## src/rtl/gxint_pkg.sv

```systemverilog
package gxint_pkg;
  localparam int LINES   = 16;
  localparam int PAIRS   = LINES / 2;
  localparam int TYPE_W  = 3;
  localparam int FSTRIDE = 4;
  localparam int GROUPS  = 3;
  localparam int DW      = 32;
  localparam int LINE_W  = 8;
  localparam int PAIR_W  = $clog2(PAIRS);
  localparam int TYPE_LSB = 16;

  typedef enum logic [1:0] {
    A_CFG   = 2'd0,
    A_PEND  = 2'd1,
    A_MASK  = 2'd2,
    A_FIELD = 2'd3
  } addr_e;

  typedef logic [TYPE_W-1:0] det_type_t;

  localparam det_type_t RST_TYPE = 3'b100;

  function automatic int grp_lo(int g);
    case (g)
      0:       return 0;
      1:       return 4;
      default: return 12;
    endcase
  endfunction

  function automatic int grp_hi(int g);
    case (g)
      0:       return 3;
      1:       return 11;
      default: return 15;
    endcase
  endfunction

  function automatic logic line_event(det_type_t t, logic cur, logic prev);
    logic hit;
    casez (t)
      3'b000:  hit = ~cur;
      3'b001:  hit = cur;
      3'b01?:  hit = prev & ~cur;
      3'b10?:  hit = cur & ~prev;
      default: hit = cur ^ prev;
    endcase
    return hit;
  endfunction
endpackage

```

## src/rtl/gxint_sync.sv

```systemverilog
module gxint_sync #(
  parameter int W      = 16,
  parameter int STAGES = 2
) (
  input  logic         clk,
  input  logic         rst_n,
  input  logic [W-1:0] d,
  output logic [W-1:0] cur,
  output logic [W-1:0] prev
);
  logic [W-1:0] stg [STAGES];

  always_ff @(posedge clk or negedge rst_n) begin
    if (!rst_n) begin
      for (int i = 0; i < STAGES; i++) stg[i] <= '0;
      prev <= '0;
    end else begin
      stg[0] <= d;
      for (int i = 1; i < STAGES; i++) stg[i] <= stg[i-1];
      prev <= stg[STAGES-1];
    end
  end

  assign cur = stg[STAGES-1];
endmodule

```

## src/rtl/gxint_detect.sv

```systemverilog
module gxint_detect
  import gxint_pkg::*;
#(
  parameter int N = LINES
) (
  input  det_type_t [N/2-1:0] typ,
  input  logic [N-1:0]        cur,
  input  logic [N-1:0]        prev,
  output logic [N-1:0]        evt
);
  for (genvar i = 0; i < N; i++) begin : g_line
    assign evt[i] = line_event(typ[i/2], cur[i], prev[i]);
  end
endmodule

```

## src/rtl/gxint_regs.sv

```systemverilog
module gxint_regs
  import gxint_pkg::*;
#(
  parameter int N = LINES
) (
  input  logic                clk,
  input  logic                rst_n,
  input  logic                bus_sel,
  input  logic                bus_wr,
  input  logic [1:0]          bus_addr,
  input  logic [DW-1:0]       bus_wdata,
  input  logic [N-1:0]        evt,
  output det_type_t [N/2-1:0] typ,
  output logic [N-1:0]        pend,
  output logic [N-1:0]        mask,
  output logic [DW-1:0]       bus_rdata
);
  localparam int NP = N / 2;

  logic            wr_en;
  logic [N-1:0]    clr;
  logic            fld_ok;
  logic [LINE_W-1:0] fld_line;
  logic            unused_wbits;

  assign wr_en    = bus_sel & bus_wr;
  assign fld_line = bus_wdata[LINE_W-1:0];
  assign fld_ok   = fld_line < LINE_W'(N);
  assign clr      = (wr_en && bus_addr == A_PEND) ? bus_wdata[N-1:0] : '0;
  assign unused_wbits = ^bus_wdata;

  always_ff @(posedge clk or negedge rst_n) begin
    if (!rst_n) begin
      for (int k = 0; k < NP; k++) typ[k] <= RST_TYPE;
    end else if (wr_en && bus_addr == A_CFG) begin
      for (int k = 0; k < NP; k++) typ[k] <= bus_wdata[FSTRIDE*k +: TYPE_W];
    end else if (wr_en && bus_addr == A_FIELD && fld_ok) begin
      typ[fld_line[PAIR_W:1]] <= bus_wdata[TYPE_LSB +: TYPE_W];
    end
  end

  always_ff @(posedge clk or negedge rst_n) begin
    if (!rst_n)                            mask <= '1;
    else if (wr_en && bus_addr == A_MASK)  mask <= bus_wdata[N-1:0];
  end

  always_ff @(posedge clk or negedge rst_n) begin
    if (!rst_n) pend <= '0;
    else        pend <= (pend & ~clr) | evt;
  end

  always_comb begin
    bus_rdata = '0;
    if (bus_sel && !bus_wr) begin
      case (bus_addr)
        A_CFG:   for (int k = 0; k < NP; k++) bus_rdata[FSTRIDE*k +: TYPE_W] = typ[k];
        A_PEND:  bus_rdata[N-1:0] = pend;
        A_MASK:  bus_rdata[N-1:0] = mask;
        default: bus_rdata = '0;
      endcase
    end
  end
endmodule

```

## src/rtl/gxint_ctrl.sv

```systemverilog
module gxint_ctrl
  import gxint_pkg::*;
#(
  parameter int SYNC_STAGES = 2
) (
  input  logic              clk,
  input  logic              rst_n,
  input  logic [LINES-1:0]  ext_in,
  input  logic              bus_sel,
  input  logic              bus_wr,
  input  logic [1:0]        bus_addr,
  input  logic [DW-1:0]     bus_wdata,
  output logic [DW-1:0]     bus_rdata,
  output logic [GROUPS-1:0] irq_grp
);
  logic [LINES-1:0]          s_cur;
  logic [LINES-1:0]          s_prev;
  logic [LINES-1:0]          evt;
  det_type_t [PAIRS-1:0]     cfg_typ;
  logic [LINES-1:0]          pend_q;
  logic [LINES-1:0]          mask_q;
  logic [LINES-1:0]          live;
  logic [PAIRS*TYPE_W-1:0]   cfg_flat;

  gxint_sync #(.W(LINES), .STAGES(SYNC_STAGES)) u_sync (
    .clk(clk), .rst_n(rst_n), .d(ext_in), .cur(s_cur), .prev(s_prev)
  );

  gxint_detect #(.N(LINES)) u_det (
    .typ(cfg_typ), .cur(s_cur), .prev(s_prev), .evt(evt)
  );

  gxint_regs #(.N(LINES)) u_regs (
    .clk(clk), .rst_n(rst_n), .bus_sel(bus_sel), .bus_wr(bus_wr),
    .bus_addr(bus_addr), .bus_wdata(bus_wdata), .evt(evt),
    .typ(cfg_typ), .pend(pend_q), .mask(mask_q), .bus_rdata(bus_rdata)
  );

  assign live     = pend_q & ~mask_q;
  assign cfg_flat = cfg_typ;

  for (genvar g = 0; g < GROUPS; g++) begin : g_grp
    localparam int LO = grp_lo(g);
    localparam int HI = grp_hi(g);
    assign irq_grp[g] = |live[HI:LO];
  end
endmodule

```

## config.mk

```make
export PLATFORM = sky130hd
export DESIGN_NAME = gxint_ctrl
export DESIGN_NICKNAME = d
export VERILOG_FILES = /design/src/rtl/gxint_pkg.sv /design/src/rtl/gxint_sync.sv /design/src/rtl/gxint_detect.sv /design/src/rtl/gxint_regs.sv /design/src/rtl/gxint_ctrl.sv
export SDC_FILE = /design/constraint.sdc
export NUM_CORES = 1
export LEC_CHECK = 0
export BUFFER_PORTS_ARGS = -buffer_cell sky130_fd_sc_hd__buf_2
export CORE_MARGIN = 10
export CORE_UTILIZATION = 35
export DETAILED_ROUTE_END_ITERATION = 8
export PLACE_DENSITY = 0.62
export SLEW_MARGIN = 30
export SYNTH_ARGS = -nofsm -noshare
export SYNTH_HDL_FRONTEND = slang
export SYNTH_SLANG_ARGS = --single-unit
```

## constraint.sdc

```tcl
create_clock -name clk -period 2.2 [get_ports clk]
set_clock_uncertainty 0.05 [all_clocks]
set_input_delay 0.44 -clock clk [delete_from_list [all_inputs] [get_ports clk]]
set_output_delay 0.44 -clock clk [all_outputs]
set_load 0.005 [all_outputs]
```

==> results.py, run 1 <==
metrics = {
    "floorplanning": {
        "core_area_um2": 15100,
        "die_w_um": 144,
        "rows": 45,
        "die_area_um2": 20700,
        "die_h_um": 144,
        "initial_util_pct": 35.6,
        "top_level_ports": 89,
    },
    "pwr": {
        "ir_worst_vdd_uv": 401,
        "total_power_divided_by_cell_area_nw_per_um2": 803,
        "switching_power_uw": 1520,
        "static-leakage-power_uw": 0.00323,
        "pwr-share-comb_pct": 18.9,
        "power.share.clock_pct": 33.2,
        "share_seq_of_total_power_pct": 47.9,
        "power.internal_uw": 3700,
        "power_switching_share_pct": 29.2,
    },
    "clock_network": {
        "cts_setup_buffers": 0,
        "cts.reportedPaths.clkPinSlew_ps": 70,
        "h-tree-depth": 3,
        "worst_skew_pair.late_latency_ps": 360,
        "cts.sink_count": 104,
        "cts_root_buf": "sky130_fd_sc_hd__clkbuf_16",
        "cts_made_buffers": 9,
        "clk_buf_depth": 2,
        "tritoncts_clock_tree": "yes",
    },
    "worst_setup_path": {
        "critical_path_class": "reg -> out",
        "worst_path_max_delay_cell": "sky130_fd_sc_hd__dfstp_2",
        "timing.critical_path.cells": "o22ai_2 > or4_4 > buf_6",
        "cp_slowest_stage_delay_ps": 560,
        "critPathRequiredTime_ps": 1710,
        "worstPathArrival_ps": 1670,
        "critical_path.max_fanout": 3,
        "crit_path_end_kind": "output pin",
        "setup_crit_start_kind": "flip-flop",
    },
    "sta": {
        "grt_setup_unrepaired": "no",
        "period_share_pct": 98.4,
        "fmax_ghz": 0.462,
        "final-setup-viol-count": 0,
        "post-route-min-period_ps": 2160,
        "maxSlewViolCount": 0,
        "postLayoutSetupSlackWorst_ps": 36.2,
        "summed_negative_setup_slack_over_all_endpoints_ps": 0,
        "final-hold-violation-count": 0,
    },
    "layout": {
        "flow.area_growth_from_synthesis_pct": 20.7,
        "ff_latch_area_um2": 2630,
        "insertedDiodeCount": 0,
        "multi_input_area_um2": 2430,
        "layout_common_cells": "sky130_fd_sc_hd__dfrtp_1, sky130_fd_sc_hd__buf_2, sky130_fd_sc_hd__inv_1",
        "design.final.nets": 705,
        "layout_commonest_cell": "sky130_fd_sc_hd__dfrtp_1",
        "final_layout_size_suffix_gt1_share_pct": 27.8,
        "num-fill-cells": 1411,
    },
    "grt": {
        "groute.usage.overall_pct": 13.9,
        "grt_overflow": 0,
        "grt_pass1_vias": 4266,
        "grt_pass1_wl_mm": 22.2,
        "pin_count_of_the_biggest_net_entering_global_routing": 44,
        "number_of_antenna_violations_at_the_first_check_in_global_routing": 0,
    },
    "synthesis": {
        "post_synthesis_cell_area_um2": 5390,
        "synth_sequential_area_ratio_pct": 48.9,
        "synthesis.yosys.warnings": 0,
        "synth_cells": 510,
        "synth.ff_latch_count": 104,
        "count_of_unique_library_cells_instantiated_by_yosys": 38,
        "mean_area_per_synthesized_cell_um2": 10.6,
    },
    "routing": {
        "detail_route.drc_violations": 0,
        "detailroute.via_count": 4145,
        "viasPerCell": 5.21,
        "wirelength_mm": 14.1,
        "avgRoutedWirePerCell_um": 17.8,
        "drt-pass1-iter-count": 6,
        "dr.first_iter.drc_count": 266,
        "final_antenna_net_count": 0,
    },
    "run_status": {
        "run_status": "completed",
    },
    "placed_design": {
        "place.gp.congestion": 0.833,
        "port-buffer-count": 80,
        "dpl.hpwl_mm": 10.7,
        "preCtsSetupSlack_ps": 4.54,
    },
    "flow_run": {
        "number_of_max_cap_violations": 0,
    },
    "hold_path": {
        "worst_hold_path_type": "in -> reg",
    },
}
power groups by stage:
stage                     registers [uW]  clock network, uW  logic [uW]
after floorplan                     2410                  0         700
after global placement              2510                  0         924
after detailed placement            2530                  0         977
after CTS                           2490               1800         988
after global routing                2540               1860        1110
final                               2500               1730         986
through the flow:
step / cell area, um2 / instances / hold WS, ps / power (uW) / utilization, %
floorplan: 5400 / 513 / 94.4 / 3110 / -
global placement: 6150 / 780 / 283 / 3440 / 40.6
detailed placement: 6150 / 780 / 285 / 3510 / 40.6
CTS: 6480 / 796 / 119 / 5280 / 42.8
global route: 6500 / 796 / 116 / 5510 / 42.9
finish: 6500 / 796 / 131 / 5220 / 42.9
what timing repair did:
action	4_1_cts	5_1_grt
gates resized for setup	1	3
hold buffers	1	0
pin swaps	0	2
setup endpoints to repair	1	1
hold endpoints to repair	25	0
routing by layer:
layer	track usage [%]	wire, um	up-vias
li1	-	-	1954
met1	17.4	6180	2047
met2	22.7	6820	132
met3	4.07	977	12
met4	3.82	167	0
met5	0	0	-
worst paths after layout:
path	slack (ps)	depth (start not counted)	from	to
worst min-delay path	130	1	ext_in[13]	u_sync.stg[29]
min in group asynchronous	500	2	rst_n	u_sync.stg[24]
worst max-delay path	40	3	u_regs.mask[7]	irq_grp[1]
max in group asynchronous	980	3	rst_n	u_regs.mask[3]
worst min register to register	300	0	u_sync.stg[26]	u_sync.cur[10]
worst max register to register	370	6	u_regs.typ[4]	u_regs.pend[2]
cell families after synthesis:
logic type	after synthesis	share of synthesized area, %
AND/OR/NAND/NOR	101	8.99
XOR/XNOR	16	2.60
AO/OA/AOI/OAI	114	14.5
buffers and inverters	89	6.51
multiplexers	38	7.48
adder cells (fa/ha/maj)	47	10.9
other	1	0.0696
flip-flops	104	48.9
sequential cells by signal (all words and copies together), names as in the netlist:
signal and cells:
u_sync.stg 16, u_regs.mask 16, u_regs.typ 24, u_sync.prev 16
u_sync.cur 16, u_regs.pend 16
layout make-up:
cell class / count / share of cell area [%]
Tap cell: 188 / 3.62
Timing Repair Buffer: 107 / 10.0
Clock buffer: 9 / 3.46
Multi-Input combinational cell: 320 / 37.4
Inverter: 62 / 3.58
Clock inverter: 6 / 1.42
Sequential cell: 104 / 40.5
Yosys cell counts (all sizes together):
master / number / area [um2]
inv: 62 / 233
a22oi: 11 / 82.6
o22ai: 5 / 31.3
and3: 13 / 81.3
nor4: 2 / 27.5
a31oi: 1 / 6.26
nor2b: 1 / 6.26
dfstp: 24 / 631
a222oi: 12 / 120
xor2: 16 / 140
conb: 1 / 3.75
nand4b: 1 / 8.76
or4: 4 / 30.0
a21oi: 40 / 200
mux2i: 20 / 200
mux2: 18 / 203
nand2b: 3 / 18.8
o21ai: 7 / 35.0
clkbuf: 21 / 78.8
dfrtp: 80 / 2000
nand2: 22 / 82.6
buf: 6 / 38.8
nand3: 2 / 10.0
o211a: 1 / 10.0
a21o: 6 / 45.0
ha: 47 / 588
a22o: 4 / 35.0
o21a: 5 / 37.5
o31ai: 10 / 75.1
or4b: 1 / 13.8
a221oi: 10 / 87.6
o221ai: 2 / 17.5
nor3: 4 / 25.0
nor2: 48 / 180
worst max-delay path, delay by kind of cell, from the launching register on:
kind / cells / cell delay, ps
flops: 1 / 560
compound gates: 1 / 70
simple gates: 1 / 550
buf+inv: 1 / 140
Note: power is estimated with default switching activity, not from simulation.
==> run 2: changes to the inputs <==
--- a/config.mk
+++ b/config.mk
@@ -7,9 +7,9 @@
 export LEC_CHECK = 0
 export BUFFER_PORTS_ARGS = -buffer_cell sky130_fd_sc_hd__buf_2
 export CORE_MARGIN = 10
-export CORE_UTILIZATION = 35
+export CORE_UTILIZATION = 45
 export DETAILED_ROUTE_END_ITERATION = 8
-export PLACE_DENSITY = 0.62
+export PLACE_DENSITY = 0.74
 export SLEW_MARGIN = 30
 export SYNTH_ARGS = -nofsm -noshare
 export SYNTH_HDL_FRONTEND = slang
==> run 2 against run 1 <==
Net effect: die area down 19%; non-clock buffer count fell by 4; register-to-register slack gained 70 ps; count of clock-buffer cells in the layout is 1 higher; fmax shrank 0.82%; first-iteration DRC count grew 15%; sequential power is essentially flat; via count up 1.4%; combinational power down 0.5%; worst setup slack worse by 18 ps.
==> results.py, run 2 (synthesis gave the netlist of run 1 again) <==
metrics = {
    "worst_setup_path": {
        "worstPathArrival_ps": 1690,
        "critical_path_class": "reg -> out",
        "crit_path_end_kind": "output pin",
        "setup_crit_start_kind": "flip-flop",
        "critical_path.max_fanout": 3,
        "critPathRequiredTime_ps": 1710,
    },
    "hold_path": {
        "worst_hold_path_type": "in -> reg",
    },
    "floorplanning": {
        "core_area_um2": 11600,
        "die_w_um": 129,
        "initial_util_pct": 46.6,
        "top_level_ports": 89,
        "rows": 39,
        "die_area_um2": 16700,
        "die_h_um": 129,
    },
    "clock_network": {
        "h-tree-depth": 3,
        "cts.sink_count": 104,
        "clk_buf_depth": 2,
        "cts_root_buf": "sky130_fd_sc_hd__clkbuf_16",
        "cts.reportedPaths.clkPinSlew_ps": 70,
        "cts_made_buffers": 9,
        "tritoncts_clock_tree": "yes",
        "worst_skew_pair.late_latency_ps": 360,
    },
    "layout": {
        "multi_input_area_um2": 2420,
        "largest-register": "u_regs.typ",
        "layout_commonest_cell": "sky130_fd_sc_hd__dfrtp_1",
        "ff_latch_area_um2": 2630,
        "flow.area_growth_from_synthesis_pct": 19.7,
        "design.final.nets": 701,
        "layout.core_utilization_pct": 55.7,
        "max_ffs_per_register": 24,
        "insertedDiodeCount": 0,
        "layout_common_cells": "sky130_fd_sc_hd__dfrtp_1, sky130_fd_sc_hd__buf_2, sky130_fd_sc_hd__inv_1",
        "num-fill-cells": 973,
        "final_layout_size_suffix_gt1_share_pct": 27.3,
    },
    "sta": {
        "grt_setup_unrepaired": "yes",
        "maxSlewViolCount": 0,
        "final-setup-viol-count": 0,
        "final-hold-violation-count": 0,
        "post-route-min-period_ps": 2180,
        "period_share_pct": 99.2,
        "fmax_ghz": 0.458,
    },
    "routing": {
        "drt-pass1-iter-count": 8,
        "final_antenna_net_count": 0,
        "avgRoutedWirePerCell_um": 18.1,
        "detail_route.drc_violations": 0,
        "viasPerCell": 5.62,
        "dr.first_iter.drc_count": 307,
        "detailroute.via_count": 4201,
        "wirelength_mm": 13.6,
    },
    "grt": {
        "grt_overflow": 0,
        "groute.usage.overall_pct": 16.8,
        "number_of_antenna_violations_at_the_first_check_in_global_routing": 1,
        "grt_pass1_vias": 4448,
        "grt_pass1_wl_mm": 22.3,
        "pin_count_of_the_biggest_net_entering_global_routing": 34,
    },
    "pwr": {
        "total_power_divided_by_cell_area_nw_per_um2": 796,
        "ir_worst_vdd_uv": 569,
        "power.total_uw": 5130,
        "static-leakage-power_uw": 0.00322,
    },
    "placed_design": {
        "place.gp.congestion": 0.894,
        "dpl.hpwl_mm": 9.98,
        "port-buffer-count": 80,
    },
    "run_status": {
        "run_status": "completed",
    },
    "flow_run": {
        "number_of_max_cap_violations": 0,
    },
}
run 2: cell types whose count changed in the layout (fill, tap and decap cells not counted):
cell | before | now
sky130_fd_sc_hd__clkbuf_8 | 0 | 1
sky130_fd_sc_hd__clkinv_4 | 0 | 1
sky130_fd_sc_hd__clkinv_2 | 1 | 2
sky130_fd_sc_hd__inv_6 | 1 | 0
sky130_fd_sc_hd__bufinv_16 | 2 | 1
sky130_fd_sc_hd__o22ai_2 | 2 | 1
sky130_fd_sc_hd__buf_4 | 24 | 16
sky130_fd_sc_hd__o22ai_1 | 3 | 4
sky130_fd_sc_hd__buf_12 | 3 | 7
run 2: critical path, cell delays in order, from the launching register on:
cell and delay (ps):
sky130_fd_sc_hd__dfstp_2 570, sky130_fd_sc_hd__o22ai_2 80, sky130_fd_sc_hd__or4_4 550, sky130_fd_sc_hd__buf_6 140
run 2: timing repair:
item / in CTS / in global routing
setup buffers: 0 / 0
endpoints found under the hold margin: 21 / 0
resized for setup: 0 / 3
setup endpoints to repair: 0 / 4
hold buffers: 1 / 0
run 2: worst paths after layout:
path	from	slack [ps]	endpoint	depth (start not counted)
min in group asynchronous	rst_n	520	u_sync.stg[30]	2
min	ext_in[13]	130	u_sync.stg[29]	1
max in group asynchronous	rst_n	940	u_regs.typ[17]	3
max reg2reg	u_regs.typ[5]	440	u_regs.pend[3]	5
min reg2reg	u_sync.stg[22]	300	u_sync.cur[6]	0
max	u_regs.mask[4]	20	irq_grp[1]	3
run 2: cell type report:
| class | instances | share of cell area, % |
|---|---|---|
| tap | 143 | 2.78 |
| clock inverter | 6 | 1.05 |
| inverter | 62 | 3.61 |
| clock buffer | 10 | 3.71 |
| multi-input combinational | 320 | 37.6 |
| sequential | 104 | 40.8 |
| timing repair buffer | 103 | 10.4 |
run 2: through the flow:
stage / hold WS [ps] / setup slack, ps / cell area [um2] / setup TNS (ps) / instances
2_1_floorplan: 94.4 / 205 / 5400 / 0 / 513
3_3_place_gp: 282 / 56.4 / 6110 / 0 / 731
3_5_place_dp: 285 / 11.8 / 6110 / 0 / 731
4_1_cts: 123 / 9.17 / 6430 / 0 / 748
5_1_grt: 122 / -12.4 / 6450 / -14.3 / 748
6_report: 133 / 18.2 / 6450 / 0 / 748
run 2: power by group:
group / switching, uW / total [uW] / internal, uW
Sequential: 283 / 2500 / 2210
Clock: 733 / 1650 / 919
Combinational: 496 / 981 / 486
Total: 1510 / 5130 / 3620
run 2: layer usage:
| metal | GRT usage [%] | vias to the layer above | wire length (um) | part of all wire [%] |
|---|---|---|---|---|
| met3 | 5.22 | 18 | 969 | 7.1 |
| met4 | 5.69 | 2 | 197 | 1.5 |
| met2 | 27.5 | 142 | 6520 | 48 |
| met5 | 0 | - | 13 | 0.096 |
| li1 | - | 1940 | - | - |
| met1 | 20.7 | 2099 | 5860 | 43 |
==> run 3: changes to the inputs <==
--- a/config.mk
+++ b/config.mk
@@ -6,10 +6,9 @@
 export NUM_CORES = 1
 export LEC_CHECK = 0
 export BUFFER_PORTS_ARGS = -buffer_cell sky130_fd_sc_hd__buf_2
-export CORE_MARGIN = 10
 export CORE_UTILIZATION = 45
 export DETAILED_ROUTE_END_ITERATION = 8
-export PLACE_DENSITY = 0.74
+export PLACE_DENSITY = 0.66
 export SLEW_MARGIN = 30
 export SYNTH_ARGS = -nofsm -noshare
 export SYNTH_HDL_FRONTEND = slang
==> constraint.sdc (replaced) <==
create_clock -name clk -period 2.8 [get_ports clk]
set_clock_uncertainty 0.05 [all_clocks]
set_input_delay 0.56 -clock clk [delete_from_list [all_inputs] [get_ports clk]]
set_output_delay 0.56 -clock clk [all_outputs]
set_load 0.005 [all_outputs]
==> run 3 against run 2 <==
Net effect: the flow now finishes with violations (DRC); cell count shrank 1.3%; sequential share of layout area is 0.96 points higher; non-clock buffer count down 10; wire length fell by 6.4%; via count decreased by 3.1%; flip-flop and latch count is the same; worst setup slack improved by 310 ps; clock power decreased by 21%; register-to-register slack better by 570 ps; critical path type is now in -> out; largest power group unchanged.
==> results.py, run 3 (synthesis gave the netlist of run 1 again) <==
metrics = {
    "clock_network": {
        "worst_skew_pair.late_latency_ps": 350,
        "cts_root_buf": "sky130_fd_sc_hd__clkbuf_16",
        "tritoncts_clock_tree": "yes",
        "hold_buffers": 0,
        "h-tree-depth": 3,
        "cts_made_buffers": 9,
        "cts_setup_buffers": 0,
        "cts_resized": 0,
        "cts.sink_count": 104,
        "clk_buf_depth": 2,
        "cts.reportedPaths.clkPinSlew_ps": 70,
    },
    "layout": {
        "flow.area_growth_from_synthesis_pct": 17.0,
        "layout_common_cells": "sky130_fd_sc_hd__dfrtp_1, sky130_fd_sc_hd__buf_2, sky130_fd_sc_hd__inv_1",
        "insertedDiodeCount": 0,
        "ff_latch_area_um2": 2630,
        "final_layout_size_suffix_gt1_share_pct": 25.9,
        "max_ffs_per_register": 24,
        "num-fill-cells": 1014,
        "layout_commonest_cell": "sky130_fd_sc_hd__dfrtp_1",
        "design.final.nets": 691,
        "multi_input_area_um2": 2410,
        "largest-register": "u_regs.typ",
    },
    "floorplanning": {
        "core_area_um2": 11500,
        "top_level_ports": 89,
        "die_area_um2": 12400,
        "die_h_um": 111,
        "die_w_um": 111,
        "initial_util_pct": 46.8,
        "rows": 39,
    },
    "grt": {
        "met2_usage_pct": 33.8,
        "met1_usage_pct": 29.2,
        "number_of_antenna_violations_at_the_first_check_in_global_routing": 1,
        "pin_count_of_the_biggest_net_entering_global_routing": 44,
        "grt_pass1_vias": 4028,
        "groute.usage.overall_pct": 21.7,
        "grt_most_used_layer": "met2",
        "grt_pass1_wl_mm": 20.5,
        "groute.layer.met3.usage_pct": 6.15,
        "grt_overflow": 0,
    },
    "sta": {
        "fmax_ghz": 0.405,
        "final-hold-violation-count": 0,
        "final-setup-viol-count": 0,
        "post-route-min-period_ps": 2470,
        "maxSlewHeadroom_pct": 52.9,
        "period_share_pct": 88.2,
        "maxSlewViolCount": 0,
        "grt_setup_unrepaired": "no",
        "tightest_slew_ps": 707,
        "summed_negative_setup_slack_over_all_endpoints_ps": 0,
    },
    "routing": {
        "wirelength_mm": 12.7,
        "dr.first_iter.drc_count": 364,
        "viasPerCell": 5.52,
        "detailroute.via_count": 4071,
        "avgRoutedWirePerCell_um": 17.2,
        "drt-pass1-iter-count": 7,
        "detail_route.drc_violations": 14,
        "final_antenna_net_count": 0,
    },
    "pwr": {
        "power.total_uw": 4020,
        "total_power_divided_by_cell_area_nw_per_um2": 639,
        "ir_worst_vdd_uv": 421,
        "static-leakage-power_uw": 0.00314,
    },
    "run_status": {
        "violations": "DRC",
        "run_status": "complete, but fails checks",
    },
    "placed_design": {
        "dpl.hpwl_mm": 9.09,
        "place.gp.congestion": 0.805,
        "port-buffer-count": 80,
    },
    "worst_setup_path": {
        "critical_path_class": "in -> out",
        "worstPathArrival_ps": 1860,
        "critical_path.max_fanout": 12,
        "crit_path_end_kind": "output pin",
        "setup_crit_start_kind": "input port",
        "critPathRequiredTime_ps": 2190,
    },
    "hold_path": {
        "worst_hold_path_type": "in -> async",
    },
    "flow_run": {
        "number_of_max_cap_violations": 0,
    },
}
## run 3: path summary, 6_finish.rpt
check | slack, ps | cells after the start | startpoint | end
worst max-delay path | 330 | 5 | bus_sel | bus_rdata[13]
worst min-delay path | 140 | 1 | rst_n | u_sync.cur[15]
worst max register to register | 1010 | 5 | u_regs.typ[5] | u_regs.pend[3]
worst min register to register | 300 | 0 | u_sync.stg[16] | u_sync.cur[0]
max in group asynchronous | 1810 | 2 | rst_n | u_regs.typ[17]
min in group clk | 260 | 1 | ext_in[15] | u_sync.stg[31]
## run 3: final cells by class
cell class                 instances  area share (%)
clock inverter                     5           0.993
clock buffer                      11            4.01
tap                              143            2.84
timing repair buffer              93            8.34
sequential                       104            41.8
multi-input combinational        320            38.3
inverter                          62            3.69
## run 3: power breakdown
part / internal, uW / switching (uW) / leakage [uW]
registers: 1740 / 222 / 0.00114
logic: 364 / 386 / 0.00185
clock network: 750 / 562 / 0.000154
## run 3: critical path, cell delays in order
cell and delay (ps):
sky130_fd_sc_hd__buf_2 130, sky130_fd_sc_hd__nor2b_1 250, sky130_fd_sc_hd__nand2b_1 440, sky130_fd_sc_hd__nor2_1 320, sky130_fd_sc_hd__buf_2 150
## run 3: through the flow
step / hold slack [ps] / std cells / setup WS [ps] / instance area [um2] / util [%]
2_1_floorplan: 214 / 513 / 670 / 5400 / -
3_5_place_dp: 285 / 722 / 371 / 5980 / 52.0
6_report: 138 / 738 / 330 / 6300 / 54.7
5_1_grt: 166 / 738 / 197 / 6300 / 54.7
4_1_cts: 149 / 738 / 364 / 6300 / 54.7
3_3_place_gp: 282 / 722 / 389 / 5980 / 52.0
## run 3: layer usage
metal	vias up	routed length [um]	part of all wire, %
met4	2	187	1.5
li1	1918	-	-
met3	13	870	6.9
met2	138	6050	48
met1	2000	5570	44
met5	-	8	0.063
